<file path="config.mk">
export PLATFORM = sky130hd
export DESIGN_NAME = op_stack_unit
export DESIGN_NICKNAME = d
export VERILOG_FILES = /design/src/rtl/stk_pkg.sv /design/src/rtl/stk_alu.sv /design/src/rtl/stk_store.sv /design/src/rtl/stk_guard.sv /design/src/rtl/op_stack_unit.sv
export SDC_FILE = /design/constraint.sdc
export NUM_CORES = 1
export LEC_CHECK = 0
export BUFFER_PORTS_ARGS = -buffer_cell sky130_fd_sc_hd__buf_2
export CELL_PAD_IN_SITES_DETAIL_PLACEMENT = 0
export CELL_PAD_IN_SITES_GLOBAL_PLACEMENT = 2
export CORE_MARGIN = 2
export CORE_UTILIZATION = 29
export CTS_CLUSTER_SIZE = 28
export DETAILED_ROUTE_END_ITERATION = 10
export HOLD_SLACK_MARGIN = 0.15
export PLACE_DENSITY = 0.6
export SLEW_MARGIN = 30
export SYNTH_ARGS = -nofsm -noshare
export SYNTH_HDL_FRONTEND = slang
export SYNTH_SLANG_ARGS = --single-unit
</file>
<file path="constraint.sdc">
create_clock -name clk -period 7.1 [get_ports clk]
set_clock_uncertainty 0.15 [all_clocks]
set_input_delay 0 -clock clk [delete_from_list [all_inputs] [get_ports clk]]
set_output_delay 0 -clock clk [all_outputs]
set_load 0.03 [all_outputs]
</file>
<file path="src/rtl/stk_pkg.sv">
package stk_pkg;
  typedef enum logic [1:0] {
    CMD_PUSH   = 2'd0,
    CMD_POP    = 2'd1,
    CMD_UNARY  = 2'd2,
    CMD_BINARY = 2'd3
  } stk_cmd_e;

  typedef enum logic [2:0] {
    OP_ADD = 3'd0,
    OP_SUB = 3'd1,
    OP_AND = 3'd2,
    OP_OR  = 3'd3,
    OP_XOR = 3'd4,
    OP_SHL = 3'd5,
    OP_NEG = 3'd6,
    OP_NOT = 3'd7
  } stk_op_e;
endpackage

</file>
<file path="src/rtl/stk_alu.sv">
module stk_alu #(
  parameter int WIDTH = 16
) (
  input  logic [2:0]       op,
  input  logic [WIDTH-1:0] a,
  input  logic [WIDTH-1:0] b,
  output logic [WIDTH-1:0] y
);
  import stk_pkg::*;

  always_comb begin
    unique case (stk_op_e'(op))
      OP_ADD:  y = a + b;
      OP_SUB:  y = a - b;
      OP_AND:  y = a & b;
      OP_OR:   y = a | b;
      OP_XOR:  y = a ^ b;
      OP_SHL:  y = {a[WIDTH-2:0], 1'b0};
      OP_NEG:  y = ~a + 1'b1;
      default: y = ~a;
    endcase
  end
endmodule

</file>
<file path="src/rtl/stk_store.sv">
module stk_store #(
  parameter int WIDTH = 16,
  parameter int SLOTS = 7,
  parameter int AW    = 3
) (
  input  logic             clk,
  input  logic             we,
  input  logic [AW-1:0]    waddr,
  input  logic [WIDTH-1:0] wdata,
  input  logic [AW-1:0]    raddr,
  output logic [WIDTH-1:0] rdata
);
  logic [WIDTH-1:0] mem [SLOTS];

  always_ff @(posedge clk) begin
    if (we) mem[waddr] <= wdata;
  end

  assign rdata = mem[raddr];

  always_comb begin
    if (we) assert (int'(waddr) < SLOTS) else $error("p_store_bound_r2: write beyond body");
  end
endmodule

</file>
<file path="src/rtl/stk_guard.sv">
module stk_guard #(
  parameter int DEPTH = 8,
  parameter int CW    = 4
) (
  input  logic          go,
  input  logic [1:0]    cmd,
  input  logic [CW-1:0] cnt,
  output logic          accept,
  output logic          ovf,
  output logic          udf,
  output logic [CW-1:0] cnt_nxt
);
  import stk_pkg::*;

  localparam logic [CW-1:0] CMAX = CW'(DEPTH);

  always_comb begin
    accept  = 1'b0;
    ovf     = 1'b0;
    udf     = 1'b0;
    cnt_nxt = cnt;
    if (go) begin
      unique case (stk_cmd_e'(cmd))
        CMD_PUSH: begin
          if (cnt == CMAX) ovf = 1'b1;
          else begin
            accept  = 1'b1;
            cnt_nxt = cnt + 1'b1;
          end
        end
        CMD_POP: begin
          if (cnt == '0) udf = 1'b1;
          else begin
            accept  = 1'b1;
            cnt_nxt = cnt - 1'b1;
          end
        end
        CMD_UNARY: begin
          if (cnt == '0) udf = 1'b1;
          else accept = 1'b1;
        end
        default: begin
          if (cnt < CW'(2)) udf = 1'b1;
          else begin
            accept  = 1'b1;
            cnt_nxt = cnt - 1'b1;
          end
        end
      endcase
    end
  end
endmodule

</file>
<file path="src/rtl/op_stack_unit.sv">
module op_stack_unit #(
  parameter int DEPTH = 8,
  parameter int WIDTH = 16,
  localparam int CW   = $clog2(DEPTH + 1)
) (
  input  logic             clk,
  input  logic             rst,
  input  logic             cmd_valid,
  output logic             cmd_ready,
  input  logic [1:0]       cmd,
  input  logic [2:0]       alu_op,
  input  logic [WIDTH-1:0] push_data,
  output logic [WIDTH-1:0] pop_data,
  output logic             pop_valid,
  output logic [WIDTH-1:0] top_data,
  output logic [CW-1:0]    depth,
  output logic             full,
  output logic             empty,
  output logic             overflow,
  output logic             underflow
);
  import stk_pkg::*;

  localparam int SLOTS = DEPTH - 1;
  localparam int AW    = (SLOTS > 1) ? $clog2(SLOTS) : 1;
  localparam logic [CW-1:0] CMAX = CW'(DEPTH);

  logic [CW-1:0]    cnt_q, cnt_nxt;
  logic [WIDTH-1:0] tos_q, nos, alu_a, alu_y, dout_q;
  logic             rdy_q, full_q, empty_q, ovf_q, udf_q, dv_q;
  logic             go, accept, g_ovf, g_udf, body_we;
  logic [AW-1:0]    waddr, raddr;

  assign go = cmd_valid & rdy_q;

  stk_guard #(.DEPTH(DEPTH), .CW(CW)) u_guard (
    .go(go), .cmd(cmd), .cnt(cnt_q),
    .accept(accept), .ovf(g_ovf), .udf(g_udf), .cnt_nxt(cnt_nxt)
  );

  // Body holds every entry below the top; the top lives in tos_q.
  assign body_we = accept && (stk_cmd_e'(cmd) == CMD_PUSH) && (cnt_q != '0);
  assign waddr   = AW'(cnt_q - 1'b1);
  assign raddr   = (cnt_q >= CW'(2)) ? AW'(cnt_q - CW'(2)) : '0;

  stk_store #(.WIDTH(WIDTH), .SLOTS(SLOTS), .AW(AW)) u_body (
    .clk(clk), .we(body_we), .waddr(waddr), .wdata(tos_q),
    .raddr(raddr), .rdata(nos)
  );

  assign alu_a = (stk_cmd_e'(cmd) == CMD_BINARY) ? nos : tos_q;

  stk_alu #(.WIDTH(WIDTH)) u_alu (
    .op(alu_op), .a(alu_a), .b(tos_q), .y(alu_y)
  );

  always_ff @(posedge clk) begin
    if (rst) begin
      cnt_q   <= '0;
      tos_q   <= '0;
      dout_q  <= '0;
      rdy_q   <= 1'b0;
      full_q  <= 1'b0;
      empty_q <= 1'b1;
      ovf_q   <= 1'b0;
      udf_q   <= 1'b0;
      dv_q    <= 1'b0;
    end else begin
      rdy_q <= 1'b1;
      ovf_q <= g_ovf;
      udf_q <= g_udf;
      dv_q  <= accept && (stk_cmd_e'(cmd) == CMD_POP);
      if (accept) begin
        cnt_q   <= cnt_nxt;
        full_q  <= (cnt_nxt == CMAX);
        empty_q <= (cnt_nxt == '0);
        unique case (stk_cmd_e'(cmd))
          CMD_PUSH: tos_q <= push_data;
          CMD_POP: begin
            dout_q <= tos_q;
            tos_q  <= nos;
          end
          default: tos_q <= alu_y;
        endcase
      end
    end
  end

  assign cmd_ready = rdy_q;
  assign pop_data  = dout_q;
  assign pop_valid = dv_q;
  assign top_data  = tos_q;
  assign depth     = cnt_q;
  assign full      = full_q;
  assign empty     = empty_q;
  assign overflow  = ovf_q;
  assign underflow = udf_q;

  p_push_grow_r2: assert property (@(posedge clk) disable iff (rst)
    (go && cmd == 2'd0 && !full_q) |=> (cnt_q == CW'($past(cnt_q) + 1'b1)) && (tos_q == $past(push_data)));

  p_no_overflow_r3: assert property (@(posedge clk) disable iff (rst)
    (go && cmd == 2'd0 && full_q) |=> overflow && $stable(cnt_q) && $stable(tos_q));

  p_pop_out_r4: assert property (@(posedge clk) disable iff (rst)
    (go && cmd == 2'd1 && !empty_q) |=> pop_valid && (pop_data == $past(tos_q)) && !full);

  p_pop_empty_r5: assert property (@(posedge clk) disable iff (rst)
    (go && cmd == 2'd1 && empty_q) |=> underflow && !pop_valid && $stable(cnt_q));

  p_unary_keep_r6: assert property (@(posedge clk) disable iff (rst)
    (go && cmd == 2'd2) |=> $stable(cnt_q));

  p_binary_shrink_r7: assert property (@(posedge clk) disable iff (rst)
    (go && cmd == 2'd3 && cnt_q >= CW'(2)) |=> (cnt_q == CW'($past(cnt_q) - 1'b1)));

  p_flag_excl_r9: assert property (@(posedge clk) disable iff (rst)
    !(full && empty));

  p_idle_r10: assert property (@(posedge clk) disable iff (rst)
    !go |=> $stable(cnt_q) && $stable(tos_q) && !overflow && !underflow && !pop_valid);

  p_single_fault_r11: assert property (@(posedge clk) disable iff (rst)
    $onehot0({overflow, underflow, pop_valid}));
endmodule

</file>
Word level (Yosys, flattened, before mapping)
Memories as Yosys holds them, arrays and structs flattened.
Cells that the tools add are included.
{ "classes": {"n_eq_ne": 11, "bitwise": 7, "n_mul": 0, "div_mod_pow": 0, "mux": 21, "n_addsub": 6, "n_reduce_logical": 12, "shift": 0, "order_cmp": 2} }
{ "op_table": {"columns": ["operator", "count"], "rows": [
  ["$pmux W16 S7", 1],
  ["$pmux W16 S2", 1],
  ["$add A16 B1 Y16 const B", 1],
  ["$add A16 B16 Y16", 1],
  ["$and A16 B16 Y16", 1],
  ["$mux W16", 1],
  ["$mux W4", 4],
  ["$not A16 Y16", 1],
  ["$or A16 B16 Y16", 1],
  ["$sub A16 B16 Y16", 1],
  ["$xor A16 B16 Y16", 1],
  ["$pmux W4 S3", 1],
  ["$mux W1", 10],
  ["$eq A3 B3 Y1 const B", 3],
  ["$eq A4 B4 Y1 const B", 2],
  ["$logic_not A4 Y1", 2],
  ["$eq A3 B2 Y1 const B", 2],
  ["$add A4 B1 Y4 const B", 1],
  ["$eq A2 B2 Y1 const B", 2],
  ["$ge A4 B2 Y1 const B", 1],
  ["$lt A4 B2 Y1 const B", 1],
  ["$pmux W1 S2", 2],
  ["$reduce_bool A4 Y1", 1],
  ["$reduce_or A2 Y1", 2],
  ["12 further kinds", 15]
]} }
{ "totals": {"output_inout_bits": 42, "mem_bits_rw": 112, "word_cells": 69, "mem_count": 1, "reg_bits": 42, "latch_bits": 0, "rom_bits": 0} }
{ "memory_table": {"columns": ["name", "words", "word_bits", "rd", "rd_ports_with_merged_regs", "write_ports", "line_no", "rtl"], "rows": [
  ["u_body.mem", 7, 16, 1, 0, 1, "stk_store.sv:13", "logic [WIDTH-1:0] mem [SLOTS];"]
]} }

Longest topological paths before layout
{ "logic_depth": {"depth_word": 8, "mapped_depth": 25, "ltp_nobuf": 18} }

By module
A second synthesis with hierarchy kept.
{ "hier_totals": {"hier_cells": 940, "hier_area_um2": 10152.2} }
{ "modules_own_cells": {"columns": ["mod", "area_each_um2", "cells_each", "instances"], "rows": [
  ["stk_store", 4570.6, 237, 1],
  ["stk_alu", 2765.2, 406, 1],
  ["op_stack_unit", 2348.5, 229, 1],
  ["stk_guard", 467.9, 68, 1]
]} }

Worst setup path after synthesis
OpenSTA, ideal clock, no wires.
{ "synth_path": {"path_kind": "flip-flop to flip-flop", "start": "reg cnt_q[0] (netlist: depth[0])", "end": "reg tos_q[12] (netlist: top_data[12])", "stages_incl_launch_ff": 25, "arrival_time_ps": 5513, "n_path_buf": 6, "slack_ps": 1341, "setup_ps": 95, "synth_period_minus_slack_ps": 5759, "required_time_ps": 6855, "path_cell_list": "dfxtp_1 > buf_4 > buf_2 > buf_4 > buf_4 > buf_2 > inv_1 > ha_1 > or4_1 > buf_2 > a21oi_1 > o2111ai_1 > o211ai_1 > inv_1 > ha_1 > fa_1 > nor2b_1 > o21ai_0 > a2111oi_0 > a311oi_1 > o21ai_1 > nand3_1 > mux2i_1 > nand2_1 > a221oi_1"} }
{ "synth_between": {"elab_chain_cells": 8, "word_cells_on_any_way": 22, "cone_classes": "4 x add/sub; 2 x order compare; 1 x eq/ne; 9 x mux; 4 x bitwise; 1 x reduce/logical; 1 x memory"} }
{ "synth_lines": {"columns": ["item", "line_no", "rtl"], "rows": [
  ["start: declaration", "op_stack_unit.sv:28", "logic [CW-1:0] cnt_q, cnt_nxt;"],
  ["start signal: assignment", "op_stack_unit.sv:74", "cnt_q <= cnt_nxt;"],
  ["$ge A4 B2 Y1 or $sub A3 B2 Y3 (tied branches)", "op_stack_unit.sv:44", "assign raddr = (cnt_q >= CW'(2)) ? AW'(cnt_q - CW'(2)) : '0;"],
  ["$mux W3", "op_stack_unit.sv:44", null],
  ["$mem_v2 Z7 W16", null, null],
  ["$mux W16", "op_stack_unit.sv:51", "assign alu_a = (stk_cmd_e'(cmd) == CMD_BINARY) ? nos : tos_q;"],
  ["$not A16 Y16", "stk_alu.sv:19, stk_alu.sv:20", null],
  ["$add A16 B1 Y16", "stk_alu.sv:19", "OP_NEG: y = ~a + 1'b1;"],
  ["$pmux W16 S7", "stk_alu.sv:12", "unique case (stk_op_e'(op))"],
  ["$pmux W16 S2", "op_stack_unit.sv:77", "unique case (stk_cmd_e'(cmd))"],
  ["end signal: assignment", "op_stack_unit.sv:78", "CMD_PUSH: tos_q <= push_data;"],
  ["end signal: assignment", "op_stack_unit.sv:81", "tos_q <= nos;"],
  ["end signal: assignment", "op_stack_unit.sv:83", "default: tos_q <= alu_y;"],
  ["end: declaration", "op_stack_unit.sv:29", "logic [WIDTH-1:0] tos_q, nos, alu_a, alu_y, dout_q;"]
]} }
Several ways; a longest one is shown, not always the timed one.
A chain may end at the register's enable or synchronous reset.

Worst setup path in the final report
{ "layout_path": {"start": "reg cnt_q[2] (netlist: depth[2])", "end": "reg tos_q[7] (netlist: top_data[7])"} }
Same word-level chain as after synthesis.

==> results.txt <==
The run finished with clean final reports. The overall track demand over capacity in global routing is 0.208. In the final layout, the share of cells above drive strength 1 is 0.173.

Along the worst path, the maximum fanout reaches 22. The number of placed I/O pins came out at 66. The die outline height came out at around 190 um. The share of the Yosys chip area taken by registers is 0.434. The first-pass GRT wire length came out at around 54,000 um. The class of the most critical setup path is reg -> reg. In the routed design, unresolved DRC markers number 0. Of the total power, registers draw 0.366. The leakage power figure came out at 4.28 nW. The post-synthesis sequential element count came out at approximately 150. The area growth from synthesis to layout is 17.7%.

For this block, the routed nets add up to 36,600 um of wire. After routing, the total negative slack on setup checks comes to 0 ps. In this run the tightest slew margin relative to its limit is 0.300. The clock latency reported for the late side of the worst-skew pair came out at 440 ps. The number of buffers created by CTS is 17. Summed over all nets, the switching power comes to roughly 1000 uW.

The number of detailed-routing iterations run before antenna repair came out at 5. The DRC violation total after the first TritonRoute iteration is between 600 and 700. Counting along the longest clock path gives a buffer depth of 2.

For this run, the leading register cell type out of synthesis is edfxtp_1. The net count of the mapped netlist came out at ~1,100. The number of max-cap violations is 0. For this block, the via count after detailed routing is 8,190. The number of pins with negative max-slew slack in the final report is 0. The count of final hold-check violations was 0. The overflow left after global routing came out at 0. The via count of the first global-routing pass came out at between 8,000 and 9,000. The wire length per cell after detailed routing is 24.1 um. The site row count is 66. TritonCTS built the clock tree. The number of setup violations in the final report is 0. In this run the power density over the cells is between 200 and 250 mW/mm2. At the pin with the least slew margin, the transition time is between 1000 and 1500 ps. The Yosys warning count came out at 0.

The initial antenna violation count was 0. STA puts the critical path data required time at 7340 ps. Data on the critical path arrives at its endpoint at roughly 6100 ps.

Of the total power, the clock network draws 0.332. The number of enable-type register cells in the synthesized netlist is between 100 and 150. Counting tap cells, the placed design contains a total of between 1,000 and 1,500 instances. The cell type with the largest total area after synthesis is edfxtp_1. CTS saw about 150 sinks. The layout has about 3,400 filler cells.

The number of H-tree branching levels came out at 4. The detailed-route vias per instance is 5.41. At the end of the flow, the number of nets in the layout was between 1,000 and 1,500. The floorplan step defined a die boundary enclosing between 0.03 and 0.04 mm2.

Across the VDD grid, the largest voltage drop is between 0.15 and 0.2 mV. The die width came out at 187 um. The share of flip-flops with an asynchronous set or reset after synthesis came out at 0. The number of hold buffers added after CTS came out at 24. In the post-synthesis netlist, the biggest area contributors are edfxtp_1 (35%), dfxtp_1 (8.7%), ha_1 (7.6%). The maximum number of pins on one net before global-route repair came out at 58. The number of antenna repair diodes is 0. In this run the post-CTS setup repair buffer count came out at 0.

The final critical-path share of the clock period is 0.829. Detailed placement ended at an HPWL of between 20,000 and 30,000 um. Synthesis produced 982 cells. The worst hold margin came out at 169 ps. STA classifies the critical path endpoint as a flop. The share of synthesized area in the top cell type comes to 0.348. The placer's final routability congestion estimate came out at approximately 0.82. The share of total power in combinational logic came out at 0.302. Once the clock tree was built, the resizer swapped 0 gates to a different size. The area of the mapped netlist is between 0.009 and 0.01 mm2. The number of different library cells in the post-synthesis netlist came out at a little over 80. The final cell count without fillers is 1,515. The kind of launch point of the worst setup path is a flop. In this run the remaining antenna-violating nets after routing total 0. After clock tree synthesis, the clock-pin slew on the worst setup and hold paths is 80 ps.

The final core utilization came out at 0.348. The fmax is 170 MHz. The average instance area after synthesis is 9.85 um2. After floorplanning, the core was sized to cover roughly 0.033 mm2. The initial cell density of the core is 0.296. The tightest min-delay check is of the in -> reg type.

The internal cell power came out at 1.75 mW. In this run the clock root is driven by a clkbuf_16. Setup repair after global routing left no endpoint under its margin. Input and output buffers added on the ports amount to 65. The switching portion of total power came out at 0.362.

The clock period could shrink to 5890 ps.
==> worst max-delay path, cell delays in order (launching register included) <==
cell and delay, ps:
dfxtp_1 790, inv_1 180, ha_1 870, nand2b_1 530
o32ai_1 240, o41ai_2 310, buf_4 230, ha_1 290
a21oi_1 130, o21ai_0 120, maj3_2 380, a211o_1 330
o22a_1 220, o21ai_2 180, o21ai_1 110, a211oi_2 210
dlygate4sd3_1 570
==> cells by family (layout without fill, tap and decap cells) <==
family                     after synthesis  count (layout)  share of synthesized area
DFF                                    154             154                      0.434
and+or+nand+nor                        271             271                      0.136
buffers and inverters                  112             203                     0.0462
xor gates and xnor gates                33              33                     0.0299
adders and majority gates               61              61                     0.0795
muxes                                   53              53                     0.0586
AOI/OAI and AO/OA                      298             298                      0.215
==> area by class of cell <==
type | count | area [um2] | area share
Clock inverter | 15 | 148 | 0.0130
Timing Repair Buffer | 117 | 776 | 0.0681
Tap cell | 442 | 553 | 0.0485
Inverter | 54 | 203 | 0.0178
Multi-Input combinational cell | 716 | 5080 | 0.446
Clock buffer | 17 | 425 | 0.0373
Sequential cell | 154 | 4210 | 0.369
==> metrics by stage <==
stage,total power [mW],worst slack [ps],area [um2]
3_5_place_dp,1.84,1380,10600
6_report,2.75,1210,11400
5_1_grt,2.88,786,11400
3_3_place_gp,1.85,1510,10600
4_1_cts,2.77,1190,11400
2_1_floorplan,1.59,1340,9680
==> Yosys cell counts (all sizes together) (23+ instances only) <==
cell type / count
edfxtp: 112
nand2: 93
a21oi: 92
ha: 59
nor2: 56
inv: 53
dfxtp: 42
o21ai: 41
clkbuf: 36
mux2: 29
xnor2: 29
mux2i: 24
nand3: 23
==> power groups by stage <==
stage | Sequential [mW] | Clock, mW | Combinational, mW
after floorplan | 1.03 | 0 | 0.564
final | 1.00 | 0.912 | 0.830
after detailed placement | 1.02 | 0 | 0.816
after global placement | 1.02 | 0 | 0.822
after global routing | 1.01 | 0.963 | 0.908
after CTS | 1.00 | 0.933 | 0.829
==> final timing paths <==
kind                                   from                   endpoint  slack (ps)  depth (start not counted)
setup / recovery      depth[2]$_SDFFE_PP0P_   top_data[7]$_SDFFE_PP0P_        1210                         16
hold / removal                    alu_op[0]   top_data[2]$_SDFFE_PP0P_         170                          4
setup reg to reg      depth[2]$_SDFFE_PP0P_   top_data[7]$_SDFFE_PP0P_        1210                         16
hold reg to reg   pop_data[15]$_SDFFE_PP0P_  pop_data[15]$_SDFFE_PP0P_         300                          2
==> flip-flops by register name, summed over array words and instances (netlist names) <==
name,count
overflow,1
underflow,1
cmd_ready,1
depth,4
empty,1
top_data,16
pop_valid,1
full,1
pop_data,16
u_body.mem,112
==> placed cells by master (no fill, tap or decap), drive strengths merged, types with 4 or more instances in the layout <==
cell and instances:
nor2b 11, a21oi 92, edfxtp 112, o32ai 6, a22oi 6, o221ai 8
xnor2 29, dfxtp 42, o31ai 10, buf 93, mux2 29, inv 62
a211oi 21, nor3 22, mux2i 24, and3 8, nand2 93, dlygate4sd3 24
clkinv 6, nand2b 5, nand3 23, nand4 6, nor4 15, ha 59
o21ai 41, nor2 56, o41a 4, a211o 5, a221o 6, or3 10
or4 4, o22ai 16, or2 4, clkbuf 17, a221oi 17, xor2 4
a31oi 13, o211ai 11, a21o 11
==> metal layers <==
layer  track usage  part of all wire  wire length [um]
met5             0                 0                 0
met1         0.281              0.47             17100
met3        0.0339             0.040              1480
met4        0.0534             0.016               580
met2         0.346              0.48             17400
Note: power is estimated with default switching activity, not from simulation.
